### src/rtl/tmr_pkg.sv
package tmr_pkg;
    localparam int DW        = 8;   // register and counter width
    localparam int PRE_SELW  = 2;   // prescale select width
    localparam int POST_W    = 4;   // postscale counter width
    localparam int ADR_W     = 2;
    localparam int EN_BIT    = 2;
    localparam int PRE_LSB   = 0;
    localparam int POST_LSB  = 3;
    localparam logic [DW-1:0] CTRL_MASK = 8'h7F;

    typedef enum logic [ADR_W-1:0] {
        A_COUNT  = 2'd0,
        A_PERIOD = 2'd1,
        A_CTRL   = 2'd2,
        A_STAT   = 2'd3
    } tmr_addr_e;

    typedef struct packed {
        logic [DW-1:0] count;
        logic [DW-1:0] period;
        logic [DW-1:0] ctrl;
        logic          flag;
        logic          match;
    } tmr_state_t;
endpackage

### src/rtl/tmr_prescaler.sv
module tmr_prescaler #(
    parameter int SELW = 2
) (
    input  logic            clk,
    input  logic            rst_n,
    input  logic            clr,
    input  logic            tick_en,
    input  logic [SELW-1:0] sel,
    output logic            adv
);
    // each select step multiplies the division by four, saturating at 1:16
    localparam int MAXSTEP = 2;
    localparam int PW      = 2 * MAXSTEP;

    logic [PW-1:0] cnt_d, cnt_q;
    logic [PW-1:0] limit;

    always_comb begin
        if (sel == '0)
            limit = '0;
        else if (sel == SELW'(1))
            limit = PW'(3);
        else
            limit = '1;
    end

    always_comb begin
        cnt_d = cnt_q;
        adv   = 1'b0;
        if (clr) begin
            cnt_d = '0;
        end else if (tick_en) begin
            if (cnt_q >= limit) begin
                cnt_d = '0;
                adv   = 1'b1;
            end else begin
                cnt_d = cnt_q + PW'(1);
            end
        end
    end

    always_ff @(posedge clk or negedge rst_n) begin
        if (!rst_n) cnt_q <= '0;
        else        cnt_q <= cnt_d;
    end
endmodule

### src/rtl/tmr_postscaler.sv
module tmr_postscaler #(
    parameter int W = 4
) (
    input  logic         clk,
    input  logic         rst_n,
    input  logic         clr,
    input  logic         event_i,
    input  logic [W-1:0] sel,
    output logic         fire
);
    logic [W-1:0] cnt_d, cnt_q;

    always_comb begin
        cnt_d = cnt_q;
        fire  = 1'b0;
        if (clr) begin
            cnt_d = '0;
        end else if (event_i) begin
            if (cnt_q >= sel) begin
                cnt_d = '0;
                fire  = 1'b1;
            end else begin
                cnt_d = cnt_q + W'(1);
            end
        end
    end

    always_ff @(posedge clk or negedge rst_n) begin
        if (!rst_n) cnt_q <= '0;
        else        cnt_q <= cnt_d;
    end
endmodule

### src/rtl/period_timer.sv
module period_timer
    import tmr_pkg::*;
(
    input  logic             clk,
    input  logic             rst_n,
    input  logic             inst_tick,
    input  logic             bus_we,
    input  logic [ADR_W-1:0] bus_addr,
    input  logic [DW-1:0]    bus_wdata,
    output logic [DW-1:0]    bus_rdata,
    output logic             irq_flag,
    output logic             match_pulse
);
    tmr_state_t r_d, r_q;

    logic wr_cnt, wr_per, wr_ctrl, wr_stat;
    logic scl_clr, adv, hit, wrap, fire;

    assign wr_cnt  = bus_we && (bus_addr == A_COUNT);
    assign wr_per  = bus_we && (bus_addr == A_PERIOD);
    assign wr_ctrl = bus_we && (bus_addr == A_CTRL);
    assign wr_stat = bus_we && (bus_addr == A_STAT);
    assign scl_clr = wr_cnt || wr_ctrl;

    tmr_prescaler #(.SELW(PRE_SELW)) u_pre (
        .clk     (clk),
        .rst_n   (rst_n),
        .clr     (scl_clr),
        .tick_en (inst_tick && r_q.ctrl[EN_BIT]),
        .sel     (r_q.ctrl[PRE_LSB +: PRE_SELW]),
        .adv     (adv)
    );

    tmr_postscaler #(.W(POST_W)) u_post (
        .clk     (clk),
        .rst_n   (rst_n),
        .clr     (scl_clr),
        .event_i (wrap),
        .sel     (r_q.ctrl[POST_LSB +: POST_W]),
        .fire    (fire)
    );

    assign hit  = (r_q.count == r_q.period);
    assign wrap = adv && !wr_cnt && hit;

    always_comb begin
        r_d       = r_q;
        r_d.match = wrap;
        if (wr_cnt)
            r_d.count = bus_wdata;
        else if (adv)
            r_d.count = hit ? '0 : r_q.count + DW'(1);
        if (wr_per)
            r_d.period = bus_wdata;
        if (wr_ctrl)
            r_d.ctrl = bus_wdata & CTRL_MASK;
        r_d.flag = fire || (r_q.flag && !(wr_stat && bus_wdata[0]));
    end

    always_ff @(posedge clk or negedge rst_n) begin
        if (!rst_n) begin
            r_q.count  <= '0;
            r_q.period <= '1;
            r_q.ctrl   <= '0;
            r_q.flag   <= 1'b0;
            r_q.match  <= 1'b0;
        end else begin
            r_q <= r_d;
        end
    end

    always_comb begin
        case (bus_addr)
            A_COUNT:  bus_rdata = r_q.count;
            A_PERIOD: bus_rdata = r_q.period;
            A_CTRL:   bus_rdata = r_q.ctrl;
            default:  bus_rdata = {{(DW-1){1'b0}}, r_q.flag};
        endcase
    end

    assign irq_flag    = r_q.flag;
    assign match_pulse = r_q.match;
endmodule


### config.mk
export PLATFORM = sky130hd
export DESIGN_NAME = period_timer
export DESIGN_NICKNAME = d
export VERILOG_FILES = /design/src/rtl/tmr_pkg.sv /design/src/rtl/tmr_prescaler.sv /design/src/rtl/tmr_postscaler.sv /design/src/rtl/period_timer.sv
export SDC_FILE = /design/constraint.sdc
export NUM_CORES = 1
export LEC_CHECK = 0
export ABC_AREA = 1
export ABC_CLOCK_PERIOD_IN_PS = 3800
export BUFFER_PORTS_ARGS = -buffer_cell sky130_fd_sc_hd__buf_2
export CAP_MARGIN = 20
export CORE_MARGIN = 3
export CORE_UTILIZATION = 31
export CTS_BUF_LIST = sky130_fd_sc_hd__clkbuf_4 sky130_fd_sc_hd__clkbuf_8
export DETAILED_ROUTE_END_ITERATION = 8
export GPL_ROUTABILITY_DRIVEN = 0
export PLACE_DENSITY = 0.54
export SLEW_MARGIN = 20
export SYNTH_ARGS = -nofsm -noshare
export SYNTH_HDL_FRONTEND = slang
export SYNTH_SLANG_ARGS = --single-unit
### constraint.sdc
create_clock -name clk -period 3.8 [get_ports clk]
set_input_delay 0.76 -clock clk [delete_from_list [all_inputs] [get_ports clk]]
set_output_delay 0.76 -clock clk [all_outputs]
set_load 0.02 [all_outputs]
==> results of run 1 <==
==> sequential cells by signal, summed over array words and instances, names as in the netlist <==
signal and flops:
irq_flag 1, match_pulse 1, r_q 23, u_post.cnt_q 4, u_pre.cnt_q 4
==> synth_stat cells <==
cell,n
a21oi_1,3
buf_2,2
buf_4,1
clkbuf_1,1
clkinv_4,1
dfrtp_1,25
dfstp_2,8
ha_1,11
inv_1,38
inv_2,3
inv_4,2
mux2_2,1
nand2_1,89
nand2_2,2
nand2_4,4
nand2_8,1
nand3_1,27
nand3b_1,1
nand4_1,7
nor2_1,14
nor2_2,1
nor2_4,2
nor2_8,1
nor3_1,1
o2111ai_1,1
o211ai_1,1
o21ai_0,17
o21ai_1,1
o21ai_2,2
o21bai_1,1
o221ai_1,4
xnor2_1,5
xor2_1,6
==> per-layer routing <==
layer | vias up | track usage (%) | wire [um]
met5 | - | 0 | 0
met3 | 10 | 2.95 | 189
li1 | 964 | - | -
met1 | 845 | 19.7 | 2560
met4 | 0 | 4.60 | 80
met2 | 37 | 21.6 | 2310
==> worst register-to-register path, stage by stage (launching register included) <==
cell,delay (ns)
dfrtp_1,0.40
inv_1,0.08
ha_1,0.30
nand2_1,0.06
inv_1,0.07
nand3_1,0.07
nand3_1,0.17
nand2_4,0.12
nor2_8,0.17
inv_4,0.06
nand3_1,0.07
nand2_1,0.06
==> power by group <==
| part | switching (mW) | internal [mW] | total [mW] |
|---|---|---|---|
| Sequential | 0.0838 | 0.429 | 0.513 |
| Clock | 0.133 | 0.221 | 0.354 |
| Combinational | 0.233 | 0.147 | 0.379 |
==> kinds of logic (layout without fill, tap and decap cells) <==
logic type | count (synthesis) | in the layout | share of synthesized area [%]
xor+xnor | 11 | 11 | 4.45
flops | 33 | 33 | 38.6
fa+ha+maj | 11 | 11 | 6.36
compound gates | 30 | 30 | 8.39
buf+inv | 48 | 75 | 9.08
mux | 1 | 1 | 0.520
simple gates | 150 | 150 | 32.6
==> worst max path at each step <==
| stage | startpoint | end | slack [ns] | depth (start not counted) |
|---|---|---|---|---|
| CTS | bus_addr[1] | bus_rdata[5] | 1.29 | 5 |
| global placement | bus_addr[1] | bus_rdata[5] | 1.31 | 5 |
| global route | bus_addr[1] | bus_rdata[5] | 1.21 | 5 |
| floorplan | bus_addr[1] | bus_rdata[7] | 1.47 | 3 |
| finish | bus_addr[1] | bus_rdata[5] | 1.29 | 5 |
| detailed placement | bus_addr[1] | bus_rdata[5] | 1.29 | 5 |
==> metrics by stage <==
step	utilization, %	cell area (um2)	setup WS [ns]	hold slack (ns)
detailed placement	36.1	2370	1.29	0.498
global placement	36.1	2370	1.31	0.488
floorplan	-	2160	1.47	0.464
CTS	38.0	2490	1.29	0.510
global route	38.0	2490	1.21	0.532
finish	38.0	2490	1.29	0.503
==> layout make-up <==
cell class	count	area (um2)	share of cell area [%]
Clock inverter	1	30.0	1.20
Timing Repair Buffer	23	115	4.62
Tap cell	93	116	4.67
Clock buffer	7	90.1	3.61
Inverter	44	175	7.02
Multi-Input combinational cell	203	1130	45.4
Sequential cell	33	836	33.5
==> run_results.csv, run 1 <==
group,metric,value,unit
drt,finalWirelength,5.13,mm
power_and_ir_drop,p_per_area,499,mW/mm2
critical_path,path_max_fanout,5,
synthesis,synth.avg_cell_area,7.62,um2
global_route,gr-total-overflow,0,
critical_path,crit_slowest_cell,"nor2_2",
final_layout,most_common_cell_after_layout_fill_and_taps_aside,"nand2_1",
critical_path,reg2reg_to,"u_post.cnt_q[3]$_DFFE_PN0P_",
place,port-buffer-count,23,
synthesis,synth.largest_area_cell,"dfrtp_1",
sta,timing_max_transition_violations_final,0,
critical_path,critPathArrivalTime,1.75,ns
drt,drt_iter0_markers,92,
sta,setup_violations,0,
cts,cts_made_buffers,5,
cts,ctsHtreeMaxLevel,2,
power_and_ir_drop,total_power,1.25,mW
power_and_ir_drop,vdd_ir_drop_max,327,uV
global_route,grt_pass1_wl,8.51,mm
sta,final-hold-violation-count,0,
sta,skew,0.00523,ns
flow_run,cap_viol_max_count,0,
drt,drt-wirelength-per-cell,12.7,um
critical_path,critical_path_class,"in2out",
die,die_area,0.00802,mm2
outcome,run_status,"finished clean",
critical_path,timing.critical_path.to_type,"output pin",
synthesis,portion_of_the_post_synthesis_area_used_by_sequential_elements,38.6,%
cts,tritoncts_clock_tree,"done",
critical_path,cpMostUsedCell,"buf_2",
synthesis,synth.cell_area,0.00216,mm2
drt,firstDrtPassIters,4,
cts,ctsHoldBuffers,0,
die,std_cell_rows,29,
worst_hold_path,min_delay_path_depth,2,
synthesis,yosys_register_bits,33,
worst_hold_path,worstHoldPathType,"reg2reg",
die,floorplan.core_area,0.00657,mm2
sta,layout_min_cycle_time,2.51,ns
drt,ant_nets,0,
die,die_x,89.5,um
drt,avgViaCountPerCell,4.59,
place,place.detailed.instances,396,
final_layout,finish.net_count,335,
worst_hold_path,min_to,"r_q[10]$_DFFE_PN1P_",
sta,fin_setup_tns,0,ns
synthesis,synth_top_area_share,28.9,%
drt,drc,0,
critical_path,worstReg2RegStart,"r_q[3]$_DFFE_PN0P_",
final_layout,layout_common_cells,"89 x nand2_1, 38 x inv_1, 27 x nand3_1, 25 x dfrtp_1, 23 x buf_2",
drt,via_count,1856,
sta,slew-limit-headroom,49.6,%
cts,post-cts-setup-buffers,0,
cts,cts_num_sinks,33,
sta,timing_worst_slew_pin_value,0.756,ns
cts,clockBufferDepth,2,
critical_path,timing.critical_path.required,3.04,ns
synthesis,synth-warning-count,0,
critical_path,critPathMaxStageDelay,0.26,ns
global_route,globalRouteTotalUtil,14.1,%
synthesis,synthCells,284,
die,num_io_pins,24,
critical_path,critical-path-top-delay-family,"buffers and inverters",
critical_path,worstPathBufferInverterCount,3,
critical_path,reg2regPathDepth,11,
cts,clock_tree.root_cell,"clkbuf_8",
synthesis,leading_cell_types_by_total_area_after_synthesis,"dfrtp_1 29%, nand2_1 15%, dfstp_2 9.7%",
final_layout,final-instance-count-excl-fill,404,
final_layout,nFillCells,689,
sta,fmax,398,MHz
sta,unrepaired_setup_endpoints_after_global_routing,"false",
synthesis,netlist-cell-type-count,33,
critical_path,ff2ff_setup_slack,2.05,ns
worst_hold_path,startpoint_of_the_most_critical_hold_path,"r_q[10]$_DFFE_PN1P_",
power_and_ir_drop,leakagePower,1.33,nW
place,dp_hpwl,3.96,mm
die,die_height,89.5,um
global_route,first_global_vias,1755,
die,initial_core_util,32.9,%
final_layout,drive_above_1_share,19.0,%
cts,clk_pin_slew_worst_paths,0.07,ns
critical_path,crit_path_start_kind,"primary input",
global_route,grt_max_degree,34,
global_route,grt_antenna_before_repair,0,
synthesis,synth_fp_nets,309,
cts,post_cts_resized,0,
sta,final_min_period_over_clock_period,66.1,%
cts,clock_latency,0.29,ns
final_layout,areaGrowthSynthToFinish,15.3,%
final_layout,insertedDiodeCount,0,
critical_path,worstPathCellList,"buf_2 > nor2_2 > inv_1 > o221ai_1 > buf_2",
(Power assumes the default switching activity.)
==> inputs of run 2 (changes only) <==
Settings changed: ABC_CLOCK_PERIOD_IN_PS 3800 to 2600.
Clock period 3.8 ns to 2.6 ns, I/O delays scaled along.
==> run 2 against run 1 <==
Compared with the run above: die area unchanged; non-clock buffer count unchanged; largest power group unchanged; critical path type unchanged; clock-buffer cell count unchanged; combinational power increased by 45%; critical endpoint is now bus_rdata[6].
==> run_results.csv, run 2 (synthesized netlist as in run 1, its figures left out) <==
group,metric,value,unit
sta,layout_min_cycle_time,2.10,ns
outcome,run_status,"finished clean",
worst_hold_path,worstHoldPathType,"in2async",
sta,slew-limit-headroom,48.7,%
critical_path,ff2ff_setup_slack,0.89,ns
final_layout,max_ffs_per_register,23,
final_layout,areaGrowthSynthToFinish,15.3,%
sta,unrepaired_setup_endpoints_after_global_routing,"false",
cts,ctsHtreeMaxLevel,2,
sta,final_min_period_over_clock_period,80.8,%
die,num_io_pins,24,
sta,fin_setup_tns,0,ns
drt,drt-wirelength-per-cell,12.6,um
critical_path,crit_slowest_cell,"nor2_2",
critical_path,reg2regPathDepth,10,
final_layout,most_common_cell_after_layout_fill_and_taps_aside,"nand2_1",
critical_path,critical-path-top-delay-family,"buffers and inverters",
sta,fmax,476,MHz
place,placed_area,0.00237,mm2
critical_path,worstPathCellList,"buf_2 > nor2_2 > inv_1 > o221ai_1 > buf_2",
cts,cts_num_sinks,33,
final_layout,largestRegisters,"r_q: 23 flops, u_post.cnt_q: 4 flops, u_pre.cnt_q: 4 flops",
critical_path,worstReg2RegStart,"r_q[3]$_DFFE_PN0P_",
cts,clock_latency,0.28,ns
sta,final-hold-violation-count,0,
critical_path,reg2reg_to,"u_post.cnt_q[3]$_DFFE_PN0P_",
drt,firstDrtPassIters,4,
critical_path,crit_path_start_kind,"primary input",
global_route,grt_pass1_wl,8.45,mm
final_layout,drive_above_1_share,19.0,%
final_layout,nFillCells,702,
critical_path,cpMostUsedCell,"buf_2",
critical_path,crit_start,"bus_addr[1]",
global_route,grt_max_degree,34,
global_route,gr-total-overflow,0,
drt,via_count,1871,
critical_path,timing.critical_path.to_type,"output pin",
power_and_ir_drop,vdd_ir_drop_max,392,uV
sta,timing_worst_slew_pin_value,0.769,ns
die,die_area,0.00802,mm2
power_and_ir_drop,p_per_area,727,mW/mm2
global_route,first_global_vias,1763,
final_layout,registers.top_by_ff_count,"r_q",
final_layout,insertedDiodeCount,0,
final_layout,final_instance_area,0.00249,mm2
critical_path,critPathArrivalTime,1.58,ns
power_and_ir_drop,leakagePower,1.33,nW
cts,tritoncts_clock_tree,"done",
die,std_cell_rows,29,
flow_run,cap_viol_max_count,0,
place,port-buffer-count,23,
critical_path,worstPathBufferInverterCount,3,
cts,cts_made_buffers,5,
sta,timing_max_transition_violations_final,0,
final_layout,layout_common_cells,"89 x nand2_1, 38 x inv_1, 27 x nand3_1, 25 x dfrtp_1, 23 x buf_2",
global_route,globalRouteTotalUtil,14.0,%
global_route,grt_antenna_before_repair,0,
critical_path,critPathMaxStageDelay,0.27,ns
drt,avgViaCountPerCell,4.63,
die,initial_core_util,32.9,%
critical_path,path_max_fanout,5,
die,die_height,89.5,um
die,die_x,89.5,um
final_layout,final-instance-count-excl-fill,404,
critical_path,critical_path_class,"in2out",
drt,drc,0,
cts,clock_tree.root_cell,"clkbuf_8",
cts,post_cts_resized,0,
drt,finalWirelength,5.09,mm
cts,ctsHoldBuffers,0,
die,floorplan.core_area,0.00657,mm2
cts,clk_pin_slew_worst_paths,0.07,ns
place,place.detailed.instances,396,
cts,clockBufferDepth,2,
place,dp_hpwl,3.93,mm
cts,post-cts-setup-buffers,0,
critical_path,timing.critical_path.required,2.08,ns
drt,ant_nets,0,
sta,skew,0.00526,ns
sta,setup_violations,0,
final_layout,layout.core_utilization,38.0,%
final_layout,finish.net_count,335,
drt,drt_iter0_markers,89,
-- run 2: cell counts in the layout (fill, tap and decap cells not counted) --
No cell type changed its count.
-- run 2: layout make-up --
type,instances,area (um2),share of cell area [%]
Tap cell,93,116,4.67
Multi-Input combinational cell,203,1130,45.4
Timing Repair Buffer,23,115,4.62
Clock inverter,1,30.0,1.20
Inverter,44,175,7.02
Clock buffer,7,90.1,3.61
Sequential cell,33,836,33.5
-- run 2: worst max-delay path by stage --
stage,endpoint,slack (ns),cells after the start
floorplan,bus_rdata[7],0.75,3
global route,bus_rdata[6],0.45,5
finish,bus_rdata[6],0.50,5
detailed placement,bus_rdata[6],0.56,5
CTS,bus_rdata[6],0.49,5
global placement,bus_rdata[5],0.58,5
-- run 2: worst reg2reg max path: cells and delay by family (launching register included) --
kind          cells  cell delay [ns]
buf+inv           2             0.13
simple gates      7             0.80
flops             1             0.41
fa+ha+maj         1             0.27
-- run 2: per-stage QoR --
stage	worst slack [ns]	hold WS, ns	power [mW]
floorplan	0.748	0.224	1.16
global placement	0.584	0.490	1.31
detailed placement	0.559	0.491	1.31
CTS	0.492	0.331	1.84
global route	0.446	0.350	1.97
finish	0.500	0.302	1.81
-- run 2: routing by layer --
layer	GRT usage [%]	vias up	wire, um	share of wire (%)
met5	0	-	0	0
met4	3.92	0	91	1.8
met3	3.78	10	183	3.6
met2	21.4	37	2330	46
met1	19.3	858	2490	49
li1	-	966	-	-
-- run 2: power breakdown --
part	internal (mW)	total (mW)	leakage, nW	switching, mW
registers	0.627	0.750	0.409	0.123
logic	0.213	0.550	0.857	0.336
clock network	0.323	0.514	0.0619	0.191
total	1.16	1.81	1.33	0.651
